### config.mk
export PLATFORM = sky130hd
export DESIGN_NAME = tick_timer
export DESIGN_NICKNAME = d
export VERILOG_FILES = /design/src/rtl/tick_timer_pkg.sv /design/src/rtl/tick_cmp.sv /design/src/rtl/tick_ctrl.sv /design/src/rtl/tick_count.sv /design/src/rtl/tick_timer.sv
export SDC_FILE = /design/constraint.sdc
export NUM_CORES = 1
export LEC_CHECK = 0
export BUFFER_PORTS_ARGS = -buffer_cell sky130_fd_sc_hd__buf_4
export CORE_MARGIN = 3
export CORE_UTILIZATION = 37
export CTS_CLUSTER_DIAMETER = 120
export DETAILED_ROUTE_END_ITERATION = 16
export PLACE_DENSITY = 0.59
export SETUP_SLACK_MARGIN = 0.5
export SYNTH_ARGS = -nofsm -noshare
export SYNTH_HDL_FRONTEND = slang
export SYNTH_HIERARCHICAL = 1
export SYNTH_SLANG_ARGS = --single-unit
export TNS_END_PERCENT = 30
### constraint.sdc
create_clock -name clk -period 3.4 [get_ports clk]
set_clock_uncertainty 0.1 [all_clocks]
set_input_delay 0.34 -clock clk [delete_from_list [all_inputs] [get_ports clk]]
set_output_delay 0.34 -clock clk [all_outputs]
set_load 0.1 [all_outputs]
### src/rtl/tick_timer_pkg.sv
package tick_timer_pkg;

  typedef enum logic [1:0] {
    TT_OFF     = 2'b00,
    TT_RESTART = 2'b01,
    TT_ONCE    = 2'b10,
    TT_FREE    = 2'b11
  } tt_run_e;

  localparam logic TT_SEL_MODE  = 1'b0;
  localparam logic TT_SEL_COUNT = 1'b1;

endpackage

### src/rtl/tick_cmp.sv
module tick_cmp
  import tick_timer_pkg::*;
#(
  parameter int PER_W = 28
) (
  input  tt_run_e          run,
  input  logic [PER_W-1:0] cnt_low,
  input  logic [PER_W-1:0] period,
  output logic             match
);

  logic active;

  always_comb begin
    active = (run != TT_OFF);
    match  = active && (cnt_low == period);
  end

endmodule

### src/rtl/tick_ctrl.sv
module tick_ctrl
  import tick_timer_pkg::*;
#(
  parameter int REG_W = 32,
  parameter int PER_W = 28
) (
  input  logic             clk,
  input  logic             rst_n,
  input  logic             we,
  input  logic [REG_W-1:0] wdata,
  input  logic             match,
  output tt_run_e          run,
  output logic             ie,
  output logic             ip,
  output logic [PER_W-1:0] period,
  output logic [REG_W-1:0] word
);

  localparam int RUN_HI = REG_W - 1;
  localparam int RUN_LO = REG_W - 2;
  localparam int IE_BIT = REG_W - 3;
  localparam int IP_BIT = REG_W - 4;
  localparam int GAP_W  = REG_W - 4 - PER_W;

  tt_run_e          run_q;
  logic             ie_q;
  logic             ip_q;
  logic [PER_W-1:0] per_q;

  always_ff @(posedge clk) begin
    if (!rst_n) begin
      run_q <= TT_OFF;
      ie_q  <= 1'b0;
      ip_q  <= 1'b0;
      per_q <= '0;
    end else if (we) begin
      run_q <= tt_run_e'(wdata[RUN_HI:RUN_LO]);
      ie_q  <= wdata[IE_BIT];
      ip_q  <= wdata[IP_BIT];
      per_q <= wdata[PER_W-1:0];
    end else if (match) begin
      ip_q <= 1'b1;
      if (run_q == TT_ONCE) begin
        run_q <= TT_OFF;
      end
    end
  end

  generate
    if (GAP_W > 0) begin : g_gap
      assign word = {run_q, ie_q, ip_q, {GAP_W{1'b0}}, per_q};
    end else begin : g_nogap
      assign word = {run_q, ie_q, ip_q, per_q};
    end
  endgenerate

  assign run    = run_q;
  assign ie     = ie_q;
  assign ip     = ip_q;
  assign period = per_q;

  AST_PEND_SET: assert property (@(posedge clk) disable iff (!rst_n)
    (match && !we) |=> ip_q);

  AST_PEND_STICKY: assert property (@(posedge clk) disable iff (!rst_n)
    (ip_q && !we) |=> ip_q);

  AST_ONCE_STOP: assert property (@(posedge clk) disable iff (!rst_n)
    (match && !we && run_q == TT_ONCE) |=> (run_q == TT_OFF));

endmodule

### src/rtl/tick_count.sv
module tick_count
  import tick_timer_pkg::*;
#(
  parameter int CNT_W = 32
) (
  input  logic             clk,
  input  logic             rst_n,
  input  tt_run_e          run,
  input  logic             match,
  input  logic             we,
  input  logic [CNT_W-1:0] wdata,
  output logic [CNT_W-1:0] cnt
);

  logic [CNT_W-1:0] cnt_q;
  logic [CNT_W-1:0] cnt_d;
  logic [CNT_W-1:0] cnt_inc;

  always_comb begin
    cnt_inc = cnt_q + CNT_W'(1);
    cnt_d   = cnt_q;
    if (we) begin
      cnt_d = wdata;
    end else begin
      unique case (run)
        TT_OFF:     cnt_d = cnt_q;
        TT_FREE:    cnt_d = cnt_inc;
        TT_RESTART: cnt_d = match ? '0 : cnt_inc;
        TT_ONCE:    cnt_d = match ? cnt_q : cnt_inc;
        default:    cnt_d = cnt_q;
      endcase
    end
  end

  always_ff @(posedge clk) begin
    if (!rst_n) cnt_q <= '0;
    else        cnt_q <= cnt_d;
  end

  assign cnt = cnt_q;

  AST_OFF_HOLD: assert property (@(posedge clk) disable iff (!rst_n)
    (run == TT_OFF && !we) |=> $stable(cnt_q));

  AST_FREE_STEP: assert property (@(posedge clk) disable iff (!rst_n)
    (run == TT_FREE && !we) |=> (cnt_q == $past(cnt_q) + CNT_W'(1)));

  AST_RESTART_ZERO: assert property (@(posedge clk) disable iff (!rst_n)
    (run == TT_RESTART && match && !we) |=> (cnt_q == '0));

  AST_CNT_WR: assert property (@(posedge clk) disable iff (!rst_n)
    we |=> (cnt_q == $past(wdata)));

endmodule

### src/rtl/tick_timer.sv
module tick_timer
  import tick_timer_pkg::*;
#(
  parameter int CNT_W = 32,
  parameter int PER_W = 28
) (
  input  logic             clk,
  input  logic             rst_n,
  input  logic             reg_addr,
  input  logic             reg_we,
  input  logic [CNT_W-1:0] reg_wdata,
  output logic [CNT_W-1:0] reg_rdata,
  output logic             irq
);

  tt_run_e          run;
  logic             ie;
  logic             ip;
  logic             match;
  logic [PER_W-1:0] period;
  logic [CNT_W-1:0] mode_word;
  logic [CNT_W-1:0] cnt;
  logic             mode_we;
  logic             cnt_we;

  assign mode_we = reg_we && (reg_addr == TT_SEL_MODE);
  assign cnt_we  = reg_we && (reg_addr == TT_SEL_COUNT);

  tick_cmp #(.PER_W(PER_W)) u_cmp (
    .run     (run),
    .cnt_low (cnt[PER_W-1:0]),
    .period  (period),
    .match   (match)
  );

  tick_ctrl #(.REG_W(CNT_W), .PER_W(PER_W)) u_ctrl (
    .clk    (clk),
    .rst_n  (rst_n),
    .we     (mode_we),
    .wdata  (reg_wdata),
    .match  (match),
    .run    (run),
    .ie     (ie),
    .ip     (ip),
    .period (period),
    .word   (mode_word)
  );

  tick_count #(.CNT_W(CNT_W)) u_count (
    .clk   (clk),
    .rst_n (rst_n),
    .run   (run),
    .match (match),
    .we    (cnt_we),
    .wdata (reg_wdata),
    .cnt   (cnt)
  );

  assign reg_rdata = (reg_addr == TT_SEL_COUNT) ? cnt : mode_word;
  assign irq       = ie && ip;

  AST_IRQ_DROP: assert property (@(posedge clk) disable iff (!rst_n)
    (mode_we && !reg_wdata[CNT_W-4]) |=> !irq);

endmodule

# Yosys cells after proc, flatten, opt, wreduce, memory -nomap -nowiden
# Cells that the tools add are included.
# op_classes
n_addsub	1
n_eq_ne	6
mux	10
bitwise_logic	1
reduce_logical	10
# ops
op	n
2-to-1 mux 32 bit	4
case mux 32 bit (3 select lines)	1
adder 32 x 1 -> 32 bit (second input constant)	1
equality test 28 bit	1
2-to-1 mux 2 bit	3
nonzero test 2 bit	3
equality test 2 bit (second input constant)	2
logical AND 1 bit	4
AND reduction 2 bit	2
!= test 3 bit (second input constant)	1
equality test 2 x 1 -> 1 bit (second input constant)	1
zero test 2 bit	1
2-to-1 mux 1 bit	2
!= test 2 bit (second input constant)	1
inverter 1 bit	1
# word_totals
register_bits	64
inputBits	36
output_inout_bits	33
wordCells	33

# Longest topological paths before layout
# Gate-level depths: netlist of the first run.
# logic_depth
word_depth	5
mapped_depth	10

# Hierarchy
# Netlist of the first run, hierarchy kept.
# by_module_without_submodules
mod	instances	cells_each	area_per_inst_um2	seq_area_each_um2
tick_count	1	217	1770.4	640.6
tick_ctrl	1	137	1470.2	640.6
tick_timer	1	39	550.5	0.0
tick_cmp	1	38	314.1	0.0

# Worst setup path before layout of the first run
# Ideal clock, no wire load.
# synth_path
path_kind	reg-to-reg
startpoint	register u_count.cnt_q[23] (netlist: u_count/cnt[23])
endpoint	register u_count.cnt_q[22] (netlist: u_count/cnt[22])
setup_time_ns	0.076
arrival_time_ns	2.641
path_slack_ns	0.583
path_stages_with_launch	11
path_buffers	2
period_less_slack_ns	2.817
path_cell_list	dfxtp_1 > xnor2_1 > nand4_1 > or4_1 > nor4_2 > nand2b_1 > and2_0 > clkbuf_1 > clkbuf_1 > a22oi_1 > o22ai_1
# synth_between
elab_chain_cells	5
# synth_lines
element	line	source
from (decl)	tick_count.sv:15	logic [CNT_W-1:0] cnt_q;
from (signal assigned)	tick_count.sv:37	else cnt_q <= cnt_d;
equality test 28 bit *	tick_cmp.sv:16	match = active && (cnt_low == period);
logical AND 1 bit *	tick_cmp.sv:16	
named net match	tick_timer.sv:19	logic match;
2-to-1 mux 32 bit	tick_count.sv:28	TT_RESTART: cnt_d = match ? '0 : cnt_inc;
case mux 32 bit (3 select lines)	tick_count.sv:25	unique case (run)
2-to-1 mux 32 bit	tick_count.sv:22	if (we) begin
# Mark *: on every way through the listed nets, which the timed path passes. The rest lies on a longest branch.
# A chain may end at the register's enable or synchronous reset.

# Final worst setup path of the first run
# layout_path
startpoint	register u_count.cnt_q[25] (netlist: u_count/cnt[25])
endpoint	register u_count.cnt_q[26] (netlist: u_count/cnt[26])
# The elaborated chain is that of the path after synthesis.

==> impl_metrics.json, run 1 <==
{
  "status": "completed",
  "synth.ff_latch_count": 64,
  "achievable-frequency_mhz": 368,
  "cap_violations": 0,
  "fp.dieH_um": 111,
  "route.antenna.remaining_nets": 0,
  "antenna-diode-count": 0,
  "dpl_cell_area_um2": 4440,
  "boundaryPins": 69,
  "critPathCaptureType": "register",
  "clkLatencyLatePin_ns": 0.35,
  "synth.cell_area_um2": 4110,
  "routed_via_density": 5.21,
  "synth.distinct_cells": 47,
  "multi_input_area_um2": 2410,
  "avgSynthCellArea_um2": 9.52,
  "asyncSetResetFlopFracSynth": 0,
  "critical_path_class": "register to register",
  "crit_arrival_ns": 2.90,
  "first_pass_iters": 4,
  "clock_sinks": 64,
  "final_cell_mix": "sky130_fd_sc_hd__buf_4, sky130_fd_sc_hd__dfxtp_1, sky130_fd_sc_hd__xnor2_1, sky130_fd_sc_hd__mux2i_1, sky130_fd_sc_hd__nor2b_1",
  "grt_util_all_layers": 0.169,
  "cts_tree": "done",
  "dieArea_um2": 12400,
  "yosys_warnings": 6,
  "path_cells": "xor2_1, nor4_1, nand4_1, nor4_2, nand2b_2, a211oi_2, nand4_1, xor2_1, o21ai_0",
  "period_share": 0.799,
  "clkSlewWorstSetupHoldPaths_ns": 0.08,
  "final.fill_count": 1045,
  "dp_cells": 590,
  "count_of_final_max_slew_check_failures": 0,
  "fin_hold_ws_ns": 0.0932,
  "design_area_um2": 4690,
  "fin_tns_setup_ns": 0,
  "final_nets": 502,
  "grt_setup_unrepaired": "yes",
  "grt_first_pass_wirelength_um": 17100,
  "period_needed_ns": 2.72,
  "wirelength_um": 10400,
  "grt.overflow.total": 0,
  "wire_per_inst_um": 17.2,
  "synth_enable_flop_cells": 0,
  "number_of_global_route_vias_before_repair": 3250,
  "initial_core_util": 0.389,
  "worstPathBufferInverterCount": 0,
  "synth_top_flop_cell": "sky130_fd_sc_hd__dfxtp_1",
  "ctsHtreeMaxLevel": 3,
  "fin_total_pwr_mw": 2.11,
  "yosysSeqAreaShare": 0.312,
  "largest_stage_delay_worst_path_ns": 0.67,
  "cp_max_stage_cell": "sky130_fd_sc_hd__a211oi_2",
  "syn-instance-count": 431,
  "ff_latch_area_um2": 1280,
  "critical_path_peak_fanout": 8,
  "cts_post_setup_buffers_inserted": 0,
  "drive_above_1_share": 0.291,
  "core_um2": 10600,
  "cts-root-to-sink-buffers": 2,
  "vdd.ir_drop.worst_mv": 0.218,
  "drc_errors": 0,
  "slew_worst_pin_ns": 0.730,
  "data_required_time_at_the_worst_endpoint_ns": 3.58,
  "cpLargestDelayFamily": "compound AO/OA/AOI/OAI gates",
  "maximum_number_of_pins_on_one_net_before_global_route_repair": 37,
  "syn_nets": 468,
  "finalCoreUtilization": 0.445,
  "most_common_cell_after_layout_fill_and_taps_aside": "sky130_fd_sc_hd__buf_4",
  "synthToLayoutAreaGrowth_pct": 14.3,
  "cts_inserted_buffers": 9,
  "gp_congestion": 0.904,
  "port-buffer-count": 68,
  "synth_top_cells_by_area": "sky130_fd_sc_hd__dfxtp_1, sky130_fd_sc_hd__mux2_4, sky130_fd_sc_hd__mux2i_1, sky130_fd_sc_hd__xnor2_1, sky130_fd_sc_hd__buf_4",
  "power_per_cell_area_nw_per_um2": 450,
  "vias": 3156,
  "first_iter_violations": 200,
  "dp_worst_setup_slack_ns": 0.473,
  "final_hold_viol_count": 0,
  "core.rowCount": 37,
  "final-instance-count-excl-fill": 606,
  "chipWidth_um": 111,
  "place.detailed.hpwl_um": 7490,
  "cts_root_buffer": "sky130_fd_sc_hd__clkbuf_8",
  "grt_antenna_before_repair": 0,
  "worst_slew_margin": 0.512,
  "hp-class": "input port to register",
  "final-setup-viol-count": 0,
  "synth_largest_type_area_fraction": 0.312,
  "power.static_leakage_nw": 1.79,
  "synth.largest_area_cell": "sky130_fd_sc_hd__dfxtp_1",
  "layout_setup_ws_ns": 0.683,
  "critical_path.startpoint_type": "register"
}
==> sequential cells by signal, indices dropped and copies added (netlist names) <==
name	cells
u_ctrl/ie	1
u_ctrl/ip	1
u_ctrl/run	2
u_ctrl/period	28
u_count/cnt	32
==> cell type report <==
cell class | instances | share of cell area
multi-input combinational | 310 | 0.514
sequential | 64 | 0.273
timing repair buffer | 76 | 0.122
tap | 136 | 0.0363
clock buffer | 12 | 0.0352
clock inverter | 4 | 0.0160
inverter | 4 | 0.00320
==> worst paths after layout <==
kind / start / endpoint / slack (ns) / depth (start not counted)
setup / recovery: u_count/cnt[25] / u_count/cnt[26] / 0.68 / 9
hold reg to reg: u_ctrl/ie / u_ctrl/ie / 0.44 / 2
hold / removal: reg_wdata[14] / u_count/cnt[14] / 0.09 / 3
setup reg to reg: u_count/cnt[25] / u_count/cnt[26] / 0.68 / 9
==> per-layer routing <==
| metal | up-vias | wire length (um) | global-route usage |
|---|---|---|---|
| li1 | 1563 | - | - |
| met1 | 1515 | 5020 | 0.230 |
| met2 | 67 | 4860 | 0.274 |
| met3 | 11 | 412 | 0.0332 |
| met4 | 0 | 133 | 0.0487 |
| met5 | - | 0 | 0 |
==> worst min-delay path, stage by stage <==
cell,delay [ns]
sky130_fd_sc_hd__buf_4,0.09
sky130_fd_sc_hd__nand2_1,0.04
sky130_fd_sc_hd__o21ai_0,0.05
==> where the power goes <==
part	leakage (nW)	internal (mW)	total (mW)	switching, mW
Sequential	0.524	0.788	0.840	0.0518
Clock	0.115	0.473	0.791	0.318
Combinational	1.16	0.172	0.480	0.308
==> synth_stat cells (2+ instances only) <==
master,instances
sky130_fd_sc_hd__inv_1,4
sky130_fd_sc_hd__nor4_1,3
sky130_fd_sc_hd__buf_8,2
sky130_fd_sc_hd__o21ai_0,20
sky130_fd_sc_hd__o22ai_1,7
sky130_fd_sc_hd__dfxtp_1,64
sky130_fd_sc_hd__and3_1,4
sky130_fd_sc_hd__or4_1,3
sky130_fd_sc_hd__and4_1,2
sky130_fd_sc_hd__nor2b_1,31
sky130_fd_sc_hd__buf_12,2
sky130_fd_sc_hd__xnor2_1,30
sky130_fd_sc_hd__mux2_2,4
sky130_fd_sc_hd__and2_1,6
sky130_fd_sc_hd__nor2_1,11
sky130_fd_sc_hd__buf_6,5
sky130_fd_sc_hd__nor4_2,3
sky130_fd_sc_hd__a22oi_1,12
sky130_fd_sc_hd__a31oi_1,3
sky130_fd_sc_hd__nand3_1,9
sky130_fd_sc_hd__nor3_1,4
sky130_fd_sc_hd__nand2_1,31
sky130_fd_sc_hd__buf_4,32
sky130_fd_sc_hd__nand4_1,17
sky130_fd_sc_hd__a21oi_1,6
sky130_fd_sc_hd__xor2_1,24
sky130_fd_sc_hd__mux2i_1,30
sky130_fd_sc_hd__mux2_4,28
sky130_fd_sc_hd__a221oi_1,2
sky130_fd_sc_hd__nand2b_1,3
sky130_fd_sc_hd__a21boi_0,2
sky130_fd_sc_hd__clkbuf_1,12
==> what timing repair did <==
item                                   CTS  global route
endpoints found under the hold margin    0             0
setup endpoints to repair                7            27
hold buffers                             0             0
gates resized for setup                  1             5
cloned                                   0             0
==> kinds of logic (layout without fill, tap and decap cells) <==
kind of cell               Yosys count  count (layout)  synth area share
muxes                               62              62             0.187
and+or+nand+nor                    133             133             0.183
adders and majority gates            1               1           0.00305
xor gates and xnor gates            54              54             0.115
buffers and inverters               57              96             0.104
DFF                                 64              64             0.312
AOI/OAI and AO/OA                   60              60            0.0957
(Power assumes the default switching activity.)
==> run 2, diff against run 1 <==
--- a/config.mk
+++ b/config.mk
@@ -5,6 +5,7 @@
 export SDC_FILE = /design/constraint.sdc
 export NUM_CORES = 1
 export LEC_CHECK = 0
+export ABC_AREA = 1
 export BUFFER_PORTS_ARGS = -buffer_cell sky130_fd_sc_hd__buf_4
 export CORE_MARGIN = 3
 export CORE_UTILIZATION = 37
==> constraint.sdc (replaced) <==
create_clock -name clk -period 2.5 [get_ports clk]
set_clock_uncertainty 0.1 [all_clocks]
set_input_delay 0.25 -clock clk [delete_from_list [all_inputs] [get_ports clk]]
set_output_delay 0.25 -clock clk [all_outputs]
set_load 0.1 [all_outputs]
==> run 2 against run 1 <==
  * Die area grew 18%
  * Count of clock-buffer cells in the layout grew 3
  * Flip-flop and latch count is the same
  * Hold slack lost 0.056 ns
  * Core utilization grew 3.5 points
  * Routed wire length grew 55%
  * Combinational power grew 90%
  * Non-clock buffer count grew 44
  * Synthesized cell count grew 96%
  * Synthesized area grew 19%
  * Total power grew 54%
  * Via count grew 67%
  * Critical endpoint is now u_ctrl/run[1]
  * Highest routed layer unchanged
==> impl_metrics.json, run 2 <==
{
  "status": "completed",
  "ff_latch_area_um2": 1370,
  "synth.cell_area_um2": 4890,
  "final.fill_count": 1362,
  "largest_register_ffs": 32,
  "core_um2": 12800,
  "timing.critical_path.from": "u_ctrl/run[1]",
  "syn-instance-count": 843,
  "critical_path_peak_fanout": 5,
  "cts-root-to-sink-buffers": 2,
  "dp_worst_setup_slack_ns": 0.151,
  "synth.largest_area_cell": "sky130_fd_sc_hd__dfxtp_1",
  "critical_path.startpoint_type": "register",
  "clkLatencyLatePin_ns": 0.35,
  "cts_root_buffer": "sky130_fd_sc_hd__clkbuf_16",
  "data_required_time_at_the_worst_endpoint_ns": 2.67,
  "multiplexer_share_of_the_synthesized_area": 0,
  "fp.dieH_um": 121,
  "grt_setup_unrepaired": "yes",
  "boundaryPins": 69,
  "slew_worst_pin_ns": 0.699,
  "synth_compound_area_frac": 0.118,
  "final_nets": 950,
  "power.static_leakage_nw": 2.86,
  "gp_congestion": 0.961,
  "wire_per_inst_um": 14.8,
  "hp-class": "input port to register",
  "critPathCaptureType": "register",
  "most_common_cell_after_layout_fill_and_taps_aside": "sky130_fd_sc_hd__nand2_1",
  "worst_slew_margin": 0.533,
  "largest_family_of_logic_cells_by_synthesized_area": "simple AND/OR/NAND/NOR gates",
  "cts-hold-fix-buffers": 0,
  "period_share": 0.880,
  "place.detailed.hpwl_um": 11200,
  "timing.rr.start": "u_ctrl/run[1]",
  "achievable-frequency_mhz": 455,
  "synth_top_flop_cell": "sky130_fd_sc_hd__dfxtp_1",
  "antenna-diode-count": 0,
  "synth_largest_type_area_fraction": 0.262,
  "routed_via_density": 4.83,
  "count_of_final_max_slew_check_failures": 0,
  "finalCoreUtilization": 0.480,
  "first_iter_violations": 414,
  "final_cell_mix": "sky130_fd_sc_hd__nand2_1, sky130_fd_sc_hd__nor2_1, sky130_fd_sc_hd__buf_4, sky130_fd_sc_hd__inv_1",
  "ctsHtreeMaxLevel": 3,
  "post_synth_top_cells": "sky130_fd_sc_hd__nand2_1, sky130_fd_sc_hd__nor2_1, sky130_fd_sc_hd__inv_1, sky130_fd_sc_hd__dfxtp_1, sky130_fd_sc_hd__o21ai_0",
  "synth.distinct_cells": 36,
  "synth.most_common_cell": "sky130_fd_sc_hd__nand2_1",
  "synth_adder_area_share": 0.00256,
  "cts_tree": "done",
  "synth.ff_latch_count": 64,
  "synthXorXnorAreaFrac": 0.0176,
  "grt_util_all_layers": 0.217,
  "syn_nets": 880,
  "first_pass_iters": 5,
  "maximum_number_of_pins_on_one_net_before_global_route_repair": 35,
  "worstHoldStart": "reg_wdata[10]",
  "grt.overflow.total": 0,
  "clkSlewWorstSetupHoldPaths_ns": 0.06,
  "final-setup-viol-count": 0,
  "drive_above_1_share": 0.269,
  "chipWidth_um": 121,
  "route.antenna.remaining_nets": 0,
  "fin_tns_setup_ns": 0,
  "multi_input_area_um2": 2850,
  "power_per_cell_area_nw_per_um2": 531,
  "cap_violations": 0,
  "initial_core_util": 0.383,
  "grt_first_pass_wirelength_um": 24900,
  "yosysSeqAreaShare": 0.262,
  "dpl_cell_area_um2": 5350,
  "number_of_global_route_vias_before_repair": 4707,
  "wirelength_um": 16100,
  "core.rowCount": 41,
  "layout_setup_ws_ns": 0.301,
  "synth_simple_gate_area_share": 0.418,
  "cts_inserted_buffers": 9,
  "fin_total_pwr_mw": 3.25,
  "yosys_warnings": 6,
  "design_area_um2": 6130,
  "synthToLayoutAreaGrowth_pct": 25.2,
  "synth_enable_flop_cells": 0,
  "dieArea_um2": 14600,
  "grt_antenna_before_repair": 0,
  "vias": 5255,
  "port-buffer-count": 68,
  "clock_sinks": 64,
  "crit_arrival_ns": 2.37,
  "final_hold_viol_count": 0,
  "period_needed_ns": 2.20,
  "critical_path_class": "register to register",
  "asyncSetResetFlopFracSynth": 0,
  "synth_top_cells_by_area": "sky130_fd_sc_hd__dfxtp_1, sky130_fd_sc_hd__nand2_1, sky130_fd_sc_hd__nor2_1, sky130_fd_sc_hd__inv_1, sky130_fd_sc_hd__buf_4",
  "drc_errors": 0,
  "vdd.ir_drop.worst_mv": 0.301,
  "avgSynthCellArea_um2": 5.80
}
==> run 2: changes by cell type after synthesis, sizes merged, moves of 28 or more <==
cell / previous run / this run
a21oi: 6 / 40
inv: 4 / 116
mux2: 32 / 0
mux2i: 30 / 0
nand2: 31 / 291
nand3: 9 / 47
nor2: 11 / 138
nor2b: 31 / 0
o21ai: 20 / 55
xnor2: 30 / 2
==> run 2: cell type report <==
cell class              count  area share
well taps                 172      0.0351
clock buffers              15      0.0437
repair buffers            120       0.161
flip-flops and latches     64       0.223
multi-input cells         602       0.465
inverters                 116      0.0723
==> run 2: timing repair <==
action / in CTS / in global routing
resized for setup: 62 / 43
pin swaps: 9 / 17
setup endpoints to repair: 32 / 34
cloned: 1 / 2
setup buffers: 19 / 6
==> run 2: stage by stage <==
stage                     std cells  hold slack (ns)
after global routing           1089           0.0441
after CTS                      1081           0.0262
final                          1089           0.0373
after global placement         1046            0.385
after floorplan                 843            0.282
after detailed placement       1046            0.389
==> run 2: final timing paths <==
| check | endpoint | depth (start not counted) | slack (ns) |
|---|---|---|---|
| max | u_ctrl/run[1] | 16 | 0.30 |
| min | u_ctrl/period[10] | 3 | 0.04 |
| max reg2reg | u_ctrl/run[1] | 16 | 0.30 |
| min reg2reg | u_ctrl/ip | 2 | 0.41 |
==> run 2: worst max-delay path: stages, from the launching register on <==
cell                       delay (ns)
sky130_fd_sc_hd__dfxtp_1         0.36
sky130_fd_sc_hd__or2_2           0.30
sky130_fd_sc_hd__o211ai_1        0.10
sky130_fd_sc_hd__nor2_1          0.06
sky130_fd_sc_hd__nand2_1         0.07
sky130_fd_sc_hd__nor2_2          0.05
sky130_fd_sc_hd__buf_4           0.12
sky130_fd_sc_hd__buf_4           0.12
sky130_fd_sc_hd__buf_4           0.12
sky130_fd_sc_hd__buf_4           0.12
sky130_fd_sc_hd__buf_4           0.12
sky130_fd_sc_hd__buf_4           0.12
sky130_fd_sc_hd__inv_1           0.05
sky130_fd_sc_hd__nand2_1         0.07
sky130_fd_sc_hd__nand2_1         0.08
sky130_fd_sc_hd__nand2_1         0.05
sky130_fd_sc_hd__a21oi_1         0.13
==> run 2: logic make-up (layout without fill, tap and decap cells) <==
group                      Yosys count  in the layout
xor gates and xnor gates             9              9
DFF                                 64             64
AOI/OAI and AO/OA                  106            106
buffers and inverters              177            251
adders and majority gates            1              1
and+or+nand+nor                    486            486
==> run 2: report_power, final <==
group	internal, mW	switching, mW
logic	0.292	0.619
registers	1.09	0.0700
clock network	0.721	0.467
total	2.10	1.16
==> run 2: layer usage <==
metal	track usage	wire length [um]	part of all wire
met1	0.306	7650	0.47
met2	0.334	7170	0.44
met3	0.0387	996	0.062
met4	0.0737	296	0.018
met5	0	0	0
==> run 3, diff against run 2 <==
--- a/config.mk
+++ b/config.mk
@@ -15,6 +15,5 @@
 export SETUP_SLACK_MARGIN = 0.5
 export SYNTH_ARGS = -nofsm -noshare
 export SYNTH_HDL_FRONTEND = slang
-export SYNTH_HIERARCHICAL = 1
 export SYNTH_SLANG_ARGS = --single-unit
 export TNS_END_PERCENT = 30
==> run 3 against run 2 <==
  * Count of clock-buffer cells in the layout is the same
  * Cell count decreased by 7.3%
  * Critical path depth decreased by 4
  * Via count shrank 2.8%
  * Synthesized cell count shrank 6.5%
  * Synthesized area fell by 7.2%
  * Global-route usage increased by 0.85 points
  * Final area is 1.1% lower
  * Hold slack better by 0.027 ns
==> impl_metrics.json, run 3 <==
{
  "status": "completed",
  "largest_stage_delay_worst_path_ns": 0.38,
  "period_needed_ns": 1.95,
  "critPathMostFrequentCell": "sky130_fd_sc_hd__nand2_1",
  "final.fill_count": 1196,
  "port-buffer-count": 68,
  "asyncSetResetFlopFracSynth": 0,
  "grt_util_all_layers": 0.226,
  "drc_errors": 0,
  "grt.overflow.total": 0,
  "cap_violations": 0,
  "first_pass_iters": 5,
  "place.detailed.hpwl_um": 11100,
  "synth.distinct_cells": 23,
  "routed_via_density": 5.06,
  "synth_largest_type_area_fraction": 0.282,
  "antenna-diode-count": 0,
  "wirelength_um": 16100,
  "critPathCaptureType": "register",
  "power_per_cell_area_nw_per_um2": 581,
  "synth_top_cells_by_area": "sky130_fd_sc_hd__dfxtp_1, sky130_fd_sc_hd__nand2_1, sky130_fd_sc_hd__inv_1, sky130_fd_sc_hd__o21ai_0, sky130_fd_sc_hd__a21oi_1",
  "fin_hold_ws_ns": 0.0644,
  "power.static_leakage_nw": 2.67,
  "synth_enable_flop_cells": 0,
  "synth.most_common_cell": "sky130_fd_sc_hd__nand2_1",
  "clkLatencyLatePin_ns": 0.34,
  "critical_path_class": "register to register",
  "crit_arrival_ns": 2.02,
  "finalCoreUtilization": 0.517,
  "ctsHtreeMaxLevel": 3,
  "final_nets": 900,
  "avgSynthCellArea_um2": 5.76,
  "drive_above_1_share": 0.280,
  "largest_register_ffs": 32,
  "cts_tree": "done",
  "cts-root-to-sink-buffers": 2,
  "count_of_final_max_slew_check_failures": 0,
  "grt_antenna_before_repair": 0,
  "core.rowCount": 39,
  "grt_setup_unrepaired": "yes",
  "design_area_um2": 6060,
  "worst_slew_margin": 0.298,
  "yosys_warnings": 0,
  "dpl_cell_area_um2": 5100,
  "maximum_number_of_pins_on_one_net_before_global_route_repair": 40,
  "cts_inserted_buffers": 9,
  "gp_congestion": 0.904,
  "synth.cell_area_um2": 4540,
  "syn_nets": 825,
  "synthToLayoutAreaGrowth_pct": 33.4,
  "most_common_cell_after_layout_fill_and_taps_aside": "sky130_fd_sc_hd__nand2_1",
  "grt_first_pass_wirelength_um": 23600,
  "route.antenna.remaining_nets": 0,
  "first_iter_violations": 315,
  "hp-class": "input port to register",
  "post_synth_top_cells": "sky130_fd_sc_hd__nand2_1, sky130_fd_sc_hd__inv_1, sky130_fd_sc_hd__nor2_1, sky130_fd_sc_hd__o21ai_0, sky130_fd_sc_hd__dfxtp_1",
  "synth.ff_latch_count": 64,
  "syn-instance-count": 788,
  "final-instance-count-excl-fill": 1010,
  "vdd.ir_drop.worst_mv": 0.485,
  "initial_core_util": 0.388,
  "data_required_time_at_the_worst_endpoint_ns": 2.57,
  "timing.rr.start": "u_count.cnt[6]",
  "slew_worst_pin_ns": 1.05,
  "cp_max_stage_cell": "sky130_fd_sc_hd__dfxtp_4",
  "vias": 5108,
  "cts_root_buffer": "sky130_fd_sc_hd__clkbuf_16",
  "yosysSeqAreaShare": 0.282,
  "final_cell_mix": "sky130_fd_sc_hd__nand2_1, sky130_fd_sc_hd__buf_4, sky130_fd_sc_hd__inv_1, sky130_fd_sc_hd__a21oi_1, sky130_fd_sc_hd__nor2_1",
  "synth_top_flop_cell": "sky130_fd_sc_hd__dfxtp_1",
  "final-setup-viol-count": 0,
  "path_cells": "inv_2, nand2_1, nand2_1, nor2_2, nand2_1, nor2_1, nand2_1, o21bai_4, nand2_4, clkbuf_16, nand3_1, a21oi_1",
  "critical_path_peak_fanout": 19,
  "clock_sinks": 64,
  "final_hold_viol_count": 0,
  "fin_tns_setup_ns": 0,
  "core_um2": 11700,
  "clkSlewWorstSetupHoldPaths_ns": 0.05,
  "critical_path.startpoint_type": "register",
  "fp.dieH_um": 117,
  "worstHoldStart": "reg_wdata[11]",
  "period_share": 0.780,
  "achievable-frequency_mhz": 513,
  "chipWidth_um": 117,
  "synth.largest_area_cell": "sky130_fd_sc_hd__dfxtp_1",
  "dieArea_um2": 13600,
  "wire_per_inst_um": 15.9,
  "timing.critical_path.from": "u_count.cnt[6]",
  "dp_cells": 968,
  "number_of_global_route_vias_before_repair": 4483,
  "boundaryPins": 69,
  "cts-hold-fix-buffers": 0
}
-- run 3: final timing paths --
check                 endpoint  slack (ns)  cells after the start
min reg2reg  u_ctrl.period[15]        0.37                      2
min          u_ctrl.period[11]        0.06                      3
max reg2reg    u_count.cnt[13]        0.55                     12
max            u_count.cnt[13]        0.55                     12
-- run 3: cell families (layout without fill, tap and decap cells) --
kind of cell / count (synthesis) / after routing / synth area share
buffers and inverters: 152 / 231 / 0.139
AOI/OAI and AO/OA: 132 / 132 / 0.148
xor gates and xnor gates: 35 / 35 / 0.0675
adders and majority gates: 1 / 1 / 0.00275
DFF: 64 / 64 / 0.282
and+or+nand+nor: 404 / 404 / 0.360
-- run 3: report_power, final --
group	leakage (nW)	switching [mW]	total (mW)	internal [mW]
Combinational	1.99	0.792	1.16	0.364
Clock	0.130	0.452	1.17	0.721
Sequential	0.547	0.0917	1.19	1.10
Total	2.67	1.34	3.52	2.18
-- run 3: final cells by class --
class | instances | area (um^2) | area share
inverters | 109 | 434 | 0.0717
well taps | 143 | 179 | 0.0295
flip-flops and latches | 64 | 1380 | 0.227
clock buffers | 15 | 268 | 0.0442
multi-input cells | 572 | 2880 | 0.475
repair buffers | 107 | 922 | 0.152
-- run 3: worst max-delay path, delay by kind of cell (launching register included) --
| kind | cells | cell delay [ns] |
|---|---|---|
| buffers and inverters | 2 | 0.29 |
| AND/OR/NAND/NOR | 8 | 0.72 |
| flip-flops | 1 | 0.38 |
| AO/OA/AOI/OAI | 2 | 0.28 |
-- run 3: timing repair --
action,4_1_cts,5_1_grt
pin swaps,1,34
cloned,0,5
setup endpoints to repair,32,32
resized for setup,33,136
buffers inserted,0,22
-- run 3: layer usage --
| layer | global-route usage | up-vias | share of wire |
|---|---|---|---|
| li1 | - | 2613 | - |
| met1 | 0.303 | 2314 | 0.46 |
| met2 | 0.370 | 160 | 0.47 |
| met3 | 0.0535 | 21 | 0.058 |
| met4 | 0.0512 | 0 | 0.017 |
| met5 | 0 | - | 0 |
-- run 3: per-stage QoR --
| step | total power, mW | setup slack (ns) |
|---|---|---|
| after floorplan | 1.94 | 0.0975 |
| after global placement | 2.18 | 0.251 |
| after detailed placement | 2.19 | 0.224 |
| after CTS | 3.38 | 0.473 |
| after global routing | 3.67 | 0.442 |
| final | 3.52 | 0.550 |
